### src/rtl/irq_arb_pkg.sv
package irq_arb_pkg;
  typedef enum logic [1:0] {
    LVL_USER  = 2'd0,
    LVL_SUPV  = 2'd1,
    LVL_RSVD  = 2'd2,
    LVL_MACH  = 2'd3
  } lvl_e;
endpackage

### src/rtl/irq_gate.sv
module irq_gate
  import irq_arb_pkg::*;
#(
  parameter int NIRQ = 16
) (
  input  logic [NIRQ-1:0] cand,
  input  logic [NIRQ-1:0] deleg,
  input  logic [1:0]      priv,
  input  logic            m_gie,
  input  logic            s_gie,
  output logic [NIRQ-1:0] elig
);
  logic m_open;
  logic s_open;

  always_comb begin
    m_open = (priv != LVL_MACH) || m_gie;
    s_open = (priv == LVL_USER) || ((priv == LVL_SUPV) && s_gie);
  end

  for (genvar g = 0; g < NIRQ; g++) begin : g_line
    assign elig[g] = cand[g] & (deleg[g] ? s_open : m_open);
  end

  always_comb begin

    s_closed_chk: assert ((priv != LVL_MACH && priv != LVL_RSVD) ||
                          ((elig & deleg) == '0));
  end
endmodule

### src/rtl/irq_lowest.sv
module irq_lowest #(
  parameter int NIRQ = 16,
  localparam int IDXW = $clog2(NIRQ)
) (
  input  logic [NIRQ-1:0] vec,
  output logic            found,
  output logic [IDXW-1:0] idx
);
  always_comb begin
    found = 1'b0;
    idx   = '0;
    for (int i = NIRQ - 1; i >= 0; i--) begin
      if (vec[i]) begin
        found = 1'b1;
        idx   = IDXW'(i);
      end
    end
  end

  always_comb begin

    lowest_wins_chk: assert (!found || (vec[idx] &&
                     ((vec & ((NIRQ'(1) << idx) - NIRQ'(1))) == '0)));
  end
endmodule

### src/rtl/irq_arbiter.sv
module irq_arbiter
  import irq_arb_pkg::*;
#(
  parameter int XLEN = 64,
  parameter int NIRQ = 16,
  localparam int IDXW = $clog2(NIRQ)
) (
  input  logic             clk,
  input  logic             rst_n,
  input  logic [NIRQ-1:0]  irq_pend,
  input  logic [NIRQ-1:0]  irq_en,
  input  logic [NIRQ-1:0]  irq_deleg,
  input  logic [1:0]       priv,
  input  logic             m_gie,
  input  logic             s_gie,
  input  logic             inj_valid,
  input  logic [NIRQ-1:0]  inj_mask,
  output logic             trap_take,
  output logic [XLEN-1:0]  trap_cause,
  output logic             inj_err
);
  logic [NIRQ-1:0] cand;
  logic [NIRQ-1:0] elig;
  logic            hit;
  logic [IDXW-1:0] win;

  assign cand = inj_valid ? inj_mask : (irq_pend & irq_en);

  irq_gate #(.NIRQ(NIRQ)) u_gate (
    .cand (cand),
    .deleg(irq_deleg),
    .priv (priv),
    .m_gie(m_gie),
    .s_gie(s_gie),
    .elig (elig)
  );

  irq_lowest #(.NIRQ(NIRQ)) u_pick (
    .vec  (elig),
    .found(hit),
    .idx  (win)
  );

  always_ff @(posedge clk or negedge rst_n) begin
    if (!rst_n) begin
      trap_take  <= 1'b0;
      trap_cause <= '0;
      inj_err    <= 1'b0;
    end else begin
      trap_take  <= hit;
      trap_cause <= hit ? {1'b1, {(XLEN-1-IDXW){1'b0}}, win} : '0;
      inj_err    <= inj_valid && !hit;
    end
  end


  cause_flag_chk: assert property (@(posedge clk) disable iff (!rst_n)
    trap_take |-> trap_cause[XLEN-1]);

  cause_idle_chk: assert property (@(posedge clk) disable iff (!rst_n)
    !trap_take |-> (trap_cause == '0));

  err_excl_chk: assert property (@(posedge clk) disable iff (!rst_n)
    !(trap_take && inj_err));

  err_needs_inj_chk: assert property (@(posedge clk) disable iff (!rst_n)
    !inj_valid |=> !inj_err);

  mach_masked_chk: assert property (@(posedge clk) disable iff (!rst_n)
    (priv == LVL_MACH && !m_gie) |=> !trap_take);

  empty_no_trap_chk: assert property (@(posedge clk) disable iff (!rst_n)
    (!inj_valid && (irq_pend & irq_en) == '0) |=> !trap_take);
endmodule

### config.mk
export PLATFORM = sky130hd
export DESIGN_NAME = irq_arbiter
export DESIGN_NICKNAME = d
export VERILOG_FILES = /design/src/rtl/irq_arb_pkg.sv /design/src/rtl/irq_gate.sv /design/src/rtl/irq_lowest.sv /design/src/rtl/irq_arbiter.sv
export SDC_FILE = /design/constraint.sdc
export NUM_CORES = 1
export LEC_CHECK = 0
export BUFFER_PORTS_ARGS = -buffer_cell sky130_fd_sc_hd__buf_4
export CAP_MARGIN = 10
export CORE_UTILIZATION = 35
export CTS_BUF_LIST = sky130_fd_sc_hd__clkbuf_8
export CTS_CLUSTER_DIAMETER = 200
export CTS_CLUSTER_SIZE = 30
export DETAILED_ROUTE_END_ITERATION = 8
export PLACE_DENSITY_LB_ADDON = 0.3
export SYNTH_ARGS = -nofsm -noshare
export SYNTH_HDL_FRONTEND = slang
export SYNTH_SLANG_ARGS = --single-unit
### constraint.sdc
create_clock -name clk -period 0.8 [get_ports clk]
set_input_delay 0.12 -clock clk [delete_from_list [all_inputs] [get_ports clk]]
set_output_delay 0.12 -clock clk [all_outputs]
set_load 0.005 [all_outputs]
-- After elaboration in Yosys (flattened, before gate mapping)
Cells that the tools add are included.
- equality and inequality tests: 2
- mux-type cells: 50
- bitwise gates (word level): 17
- reductions and logical operators: 6
- operators by type and width (operator ; count):
    2-to-1 mux 4 bit ; 16
    2-to-1 mux 64 bit ; 1
    2-to-1 mux 1 bit ; 32
    AND 1 bit ; 16
    AND 16 bit ; 1
    2-to-1 mux 16 bit ; 1
    == test 2 x 1 -> 1 bit (second input constant) ; 1
    logical AND 1 bit ; 2
    zero test 2 bit ; 1
    logical OR 1 bit ; 2
    != test 2 bit (second input constant) ; 1
    zero test 1 bit ; 1
- bits in registers: 66
- input port bits: 71

-- Logic depth before layout (Yosys ltp)
Gate-level depths: netlist (run 1).
- depth in word-level cells: 23
- gate-level depth with buffers: 9

-- Hierarchy
A second synthesis (run 1) with hierarchy kept.
- cell total of the unflattened synthesis: 226
- area total of the unflattened synthesis: 1421.4 µm²
- by module, submodules not included (module ; instances ; cells an instance ; area an instance (µm²)):
    irq_arbiter ; 1 ; 123 ; 855.8
    irq_gate ; 1 ; 70 ; 386.6
    irq_lowest ; 1 ; 33 ; 178.9

-- Worst setup path before layout (run 1)
No wires, ideal clock.
- kind: input-to-reg
- from: in priv[0]
- to: reg trap_cause[0]
- arrival: 1.425 ns
- data required time: 0.735 ns
- path slack: -0.690 ns
- stages: 8
- buffers on the path: 1
- path through: nor2b_1 or2_1 buf_6 a211o_1 o21bai_1 a31oi_1 o21a_1 o211a_1
- cells in the longest elaborated chain, start to end: 22
- elaborated cells between the ends (all ways): 71
- RTL lines (item ; line ; source):
    start, declared ; irq_arbiter.sv:13 ; input logic [1:0] priv,
    == test 2 x 1 -> 1 bit ; irq_gate.sv:18 ; s_open = (priv == LVL_USER) || ((priv == LVL_SUPV) && s_gie);
    logical AND 1 bit ; irq_gate.sv:18 ;
    logical OR 1 bit ; irq_gate.sv:18 ;
    2-to-1 mux 1 bit ; irq_gate.sv:22 ; assign elig[g] = cand[g] & (deleg[g] ? s_open : m_open);
    AND 1 bit ; irq_gate.sv:22 ;
    2-to-1 mux 4 bit / 2-to-1 mux 1 bit (equally long branches) (16 in series) ; irq_lowest.sv:13 ; if (vec[i]) begin
    2-to-1 mux 64 bit (*) ; irq_arbiter.sv:51 ; trap_cause <= hit ? {1'b1, {(XLEN-1-IDXW){1'b0}}, win} : '0;
    end signal, assigned ; irq_arbiter.sv:51 ;
    end, declared ; irq_arbiter.sv:19 ; output logic [XLEN-1:0] trap_cause,
Mark *: on every way between the ends. The rest lies on a longest branch, timed or not.

-- Worst setup path after layout (run 1)
- from: in priv[0]
- to: reg trap_cause[1]
Same word-level chain as after synthesis.

==> results.json, run 1 <==
{
  "tns_ns": -3.74,
  "netlist_instances": 213,
  "rsz0062_at_grt": "yes",
  "drt-total-wl_mm": 4.52,
  "grt_max_degree": 19,
  "post_drt_wl_per_cell_um": 11.9,
  "routabilityCongestion": 0.938,
  "drc_errors": 0,
  "cts_tree": "done",
  "avgSynthCellArea_sq_um": 6.86,
  "layout.nets": 403,
  "whs_ns": 0.246,
  "crit_path_end_kind": "flip-flop",
  "layout_common_cells": "buf_4, conb_1, nand2_1",
  "dr.pass1.iters": 4,
  "synth_enable_flop_cells": 0,
  "hpwl_mm": 3.38,
  "die_w_um": 66.6,
  "drive_above_1_share": 0.458,
  "tightestPinTransition_ns": 0.530,
  "fin_ws_ns": -0.659,
  "numPortBuffers": 77,
  "final_common_cell": "buf_4",
  "ir_worst_vdd_v": 0.000439,
  "ios": 137,
  "synth_top_area_cell": "buf_4",
  "die-height_um": 66.6,
  "layout_worst_path_cycle_share": 1.82,
  "drv_slew": 0,
  "grt_use_total": 0.189,
  "crit_required_ns": 0.95,
  "wl_met3_um": 433,
  "power.total_w": 0.00211,
  "drv_cap": 0,
  "cts_max_path_buffers": 2,
  "netlist_top_cells_area": "buf_4, dfrtp_1, nand2_1",
  "powerDensity_mw_per_mm2": 881,
  "p_leak_nw": 1.24,
  "rows": 23,
  "antenna_cells": 0,
  "timing.slew.headroom": 0.647,
  "grt_pass1_vias": 1547,
  "ys_warn_count": 0,
  "timing_worst_setup_path_type": "in2reg",
  "core_area_sq_mm": 0.00400,
  "antenna_found_initial": 0,
  "avgViaCountPerCell": 4.71,
  "ys_ff_latch": 6,
  "instances_no_fill": 380,
  "synthArstFlopShare": 1.00,
  "top_layer_used": "met4",
  "ant_nets": 0,
  "overflow": 0,
  "start_util": 0.365,
  "crit_fanout": 6,
  "place_inst": 362,
  "status": "finished, violations left",
  "clk_pin_slew_ns": 0.04,
  "final_core_util": 0.597,
  "min_period_ns": 1.46,
  "hold_class": "in2async",
  "fmax_ghz": 0.686,
  "h-tree-depth": 1,
  "synth_cell_types": 45,
  "fp.dieArea_sq_mm": 0.00443,
  "synth_ff_type": "dfrtp_1",
  "synthesis.area_sq_mm": 0.00146,
  "finalSetupViolations": 13,
  "ctsRootBufferMaster": "clkbuf_8",
  "finalHoldViolCount": 0,
  "cts_made_buffers": 3,
  "wl_met2_mm": 2.32,
  "clkSinkCount": 6,
  "wl_met1_mm": 1.66,
  "synth_top_area_share": 0.324,
  "yosysSeqAreaShare": 0.103,
  "grt_pass1_wl_mm": 6.50,
  "vias": 1788,
  "drt_iter0_drc": 63,
  "crit_path_start_kind": "input port",
  "violations": "setup timing",
  "syn2layout_area_growth_pct": 63.7,
  "worst-endpoint-arrival_ns": 1.60
}
[per-layer routing]
metal / vias to the layer above / track usage
met5: - / 0
met4: 0 / 0.0691
met3: 13 / 0.0257
met2: 110 / 0.372
met1: 792 / 0.197
li1: 873 / -
[state kept, by name, summed over array words and instances (netlist names)]
name        count
inj_err         1
trap_cause      5
[critical path, cell delays in order]
cell and delay [ns]:
buf_6 0.10, nor2b_4 0.15, or2_4 0.26, a211o_1 0.33, buf_6 0.13, o21ai_4 0.07
a311o_1 0.19, nand3_1 0.08, a31oi_1 0.18
[timing repair]
item,CTS,global route
resized for setup,25,17
endpoints found under the hold margin,6,0
cloned,1,0
buffers inserted,9,5
pin swaps,7,13
hold buffers,1,0
setup endpoints to repair,13,13
[cell usage after synthesis (3+ instances only)]
cell type	instances
buf_4	63
nand2_1	35
o21ai_0	16
nor2_1	10
a21oi_1	9
dfrtp_1	6
nand3b_1	6
a31oi_1	4
nor3_1	4
nor3b_1	4
a211oi_1	3
a22oi_1	3
a32oi_1	3
buf_2	3
inv_1	3
nand3_1	3
o21ai_1	3
[final cells by class]
| type | instances | area (sq um) |
|---|---|---|
| clock buffer | 3 | 41.3 |
| tap | 50 | 62.6 |
| timing repair buffer | 122 | 963 |
| inverter | 3 | 11.3 |
| multi-input combinational | 196 | 1160 |
| fill | 368 | 1610 |
| sequential | 6 | 150 |
[worst max path at each step]
stage | slack, ns | cells past startpoint | to | start
after floorplan | -0.63 | 8 | trap_cause[0]$_DFF_PN0_ | priv[0]
after global placement | -0.98 | 8 | trap_cause[0]$_DFF_PN0_ | m_gie
after detailed placement | -0.99 | 8 | trap_cause[0]$_DFF_PN0_ | m_gie
after CTS | -0.69 | 9 | trap_cause[0]$_DFF_PN0_ | priv[0]
after global routing | -0.74 | 9 | trap_cause[1]$_DFF_PN0_ | inj_valid
final | -0.66 | 9 | trap_cause[1]$_DFF_PN0_ | priv[0]
[where the power goes]
part | internal [W] | switching, W | total [W]
Sequential | 0.000344 | 0.0000210 | 0.000365
Clock | 0.000324 | 0.000135 | 0.000458
Combinational | 0.000714 | 0.000569 | 0.00128
[cell families (layout without fill, tap and decap cells)]
logic type             count (synthesis)  in the layout  synth area share
AO/OA/AOI/OAI                         61             61             0.278
buffers and inverters                 70            128             0.350
flip-flops                             6              6             0.103
other                                  1             59           0.00257
AND/OR/NAND/NOR                       75             76             0.267
[metrics by stage]
stage,setup WS (ns),area (sq um)
detailed placement,-0.995,2060
floorplan,-0.633,1690
finish,-0.659,2390
CTS,-0.689,2280
global route,-0.741,2390
global placement,-0.978,2060
Note: power is estimated with default switching activity, not from simulation.
==> inputs of run 2 (changes only) <==
--- a/config.mk
+++ b/config.mk
@@ -5,14 +5,16 @@
 export SDC_FILE = /design/constraint.sdc
 export NUM_CORES = 1
 export LEC_CHECK = 0
+export ABC_AREA = 1
 export BUFFER_PORTS_ARGS = -buffer_cell sky130_fd_sc_hd__buf_4
 export CAP_MARGIN = 10
-export CORE_UTILIZATION = 35
+export CORE_UTILIZATION = 33
 export CTS_BUF_LIST = sky130_fd_sc_hd__clkbuf_8
 export CTS_CLUSTER_DIAMETER = 200
 export CTS_CLUSTER_SIZE = 30
 export DETAILED_ROUTE_END_ITERATION = 8
 export PLACE_DENSITY_LB_ADDON = 0.3
+export REMOVE_ABC_BUFFERS = 1
 export SYNTH_ARGS = -nofsm -noshare
 export SYNTH_HDL_FRONTEND = slang
 export SYNTH_SLANG_ARGS = --single-unit
==> results.json, run 2 <==
{
  "status": "finished, violations left",
  "violations": "setup timing",
  "finalHoldViolCount": 0,
  "rows": 22,
  "synth_cell_types": 26,
  "antenna_cells": 0,
  "powerDensity_mw_per_mm2": 890,
  "syn2layout_area_growth_pct": 52.0,
  "dr.pass1.iters": 4,
  "instances_no_fill": 355,
  "yosysSeqAreaShare": 0.111,
  "rsz0062_at_grt": "yes",
  "grt_use_total": 0.142,
  "grt_pass1_wl_mm": 4.90,
  "netlist_instances": 208,
  "core_area_sq_mm": 0.00380,
  "critPathTopFamily": "simple AND/OR/NAND/NOR gates",
  "antenna_found_initial": 0,
  "fp.dieArea_sq_mm": 0.00434,
  "cts_max_path_buffers": 2,
  "grt_max_degree": 12,
  "worstPathCellList": "buf_8 > nand2_4 > nor2_4 > inv_2 > o211ai_2 > nand4_1 > nor3_2 > nand2_2 > buf_4",
  "crit_path_start_kind": "input port",
  "fin_ws_ns": -0.473,
  "synth_top_area_share": 0.340,
  "drv_cap": 0,
  "layout.nets": 380,
  "post_drt_wl_per_cell_um": 9.11,
  "power.total_w": 0.00182,
  "cts_made_buffers": 3,
  "ir_worst_vdd_v": 0.000304,
  "yosys-top-cells-count": "nand2_1, buf_4, nand3_1, o211ai_2, inv_1",
  "hold_class": "in2async",
  "crit_path_end_kind": "flip-flop",
  "place_inst": 346,
  "synth_enable_flop_cells": 0,
  "die_w_um": 65.9,
  "layout_common_cells": "buf_4, nand2_1, conb_1",
  "crit_cells": 9,
  "crit_required_ns": 0.91,
  "drv_slew": 0,
  "grt_pass1_vias": 1198,
  "start_util": 0.355,
  "crit_buf_inv": 3,
  "p_leak_nw": 1.22,
  "die-height_um": 65.9,
  "critPathMaxStageDelay_ns": 0.22,
  "numPortBuffers": 77,
  "drc_errors": 0,
  "netlist_top_cells_area": "buf_4, nand2_1, dfrtp_1",
  "vias": 1404,
  "routabilityCongestion": 0.714,
  "fillers": 389,
  "drive_above_1_share": 0.440,
  "place_ws_ns": -0.754,
  "hpwl_mm": 2.79,
  "final_common_cell": "buf_4",
  "layout_worst_path_cycle_share": 1.59,
  "h-tree-depth": 1,
  "synthesis.area_sq_mm": 0.00135,
  "ios": 137,
  "clk_pin_slew_ns": 0.04,
  "tns_ns": -2.69,
  "reg_top3": "trap_cause: 5 flops, inj_err: 1 flops",
  "synthArstFlopShare": 1.00,
  "finalSetupViolations": 13,
  "ctsRootBufferMaster": "clkbuf_8",
  "ys_warn_count": 0,
  "synth_top_area_cell": "buf_4",
  "regMostFlops": "trap_cause",
  "avgViaCountPerCell": 3.95,
  "clkSinkCount": 6,
  "min_period_ns": 1.27,
  "ant_nets": 0,
  "yosysMostFrequentCell": "nand2_1",
  "overflow": 0,
  "drt-total-wl_mm": 3.23,
  "crit_path_top_delay_cell": "o211ai_2",
  "cts_tree": "done",
  "drt_iter0_drc": 38,
  "crit_fanout": 5,
  "timing_worst_setup_path_type": "in2reg",
  "synth_ff_type": "dfrtp_1",
  "largest_register_ffs": 5,
  "whs_ns": 0.242,
  "worst-endpoint-arrival_ns": 1.38,
  "fmax_ghz": 0.785,
  "avgSynthCellArea_sq_um": 6.48,
  "ys_ff_latch": 6
}
## run 2: where the power goes
part / internal, W / switching [W] / total [W]
sequential: 0.000339 / 0.0000158 / 0.000355
combinational: 0.000567 / 0.000462 / 0.00103
clock: 0.000322 / 0.000117 / 0.000439
total: 0.00123 / 0.000595 / 0.00182
## run 2: cell families (layout without fill, tap and decap cells)
logic type / count (synthesis) / after routing / share of synthesized area
DFF: 6 / 6 / 0.111
other: 1 / 59 / 0.00278
buffers and inverters: 77 / 118 / 0.408
AOI/OAI and AO/OA: 20 / 20 / 0.139
and+or+nand+nor: 104 / 104 / 0.339
## run 2: cell type report
| cell class | count | area [sq um] | area share |
|---|---|---|---|
| Inverter | 12 | 58.8 | 0.0287 |
| Sequential cell | 6 | 150 | 0.0733 |
| Tap cell | 48 | 60.1 | 0.0293 |
| Timing Repair inverter | 1 | 3.75 | 0.00183 |
| Multi-Input combinational cell | 183 | 905 | 0.442 |
| Clock buffer | 3 | 41.3 | 0.0202 |
| Timing Repair Buffer | 102 | 830 | 0.405 |
## run 2: stage by stage
step / cell area [sq um] / util
floorplan: 1070 / -
global placement: 1870 / 0.492
detailed placement: 1870 / 0.492
CTS: 2020 / 0.532
global route: 2050 / 0.539
finish: 2050 / 0.539
## run 2: timing repair
action                     4_1_cts  5_1_grt
pin swaps                        2        1
hold buffers                     1        0
gates resized for setup         23        3
setup endpoints to repair       13       13
setup buffers                    2        2
hold endpoints to repair         6        0
cloned                           1        0
## run 2: final timing paths
check	start	end	slack, ns
setup / recovery	priv[0]	trap_cause[63]$_DFF_PN0_	-0.47
hold / removal	rst_n	trap_cause[0]$_DFF_PN0_	0.24
max in group asynchronous	rst_n	trap_cause[2]$_DFF_PN0_	0.45
min in group clk	irq_deleg[0]	trap_cause[0]$_DFF_PN0_	0.27
## run 2: layer usage
layer,vias up,GRT usage,part of all wire
li1,745,-,-
met1,590,0.183,0.41
met5,-,0,0
met2,69,0.250,0.52
met4,0,0.0326,0
met3,0,0.0155,0.071
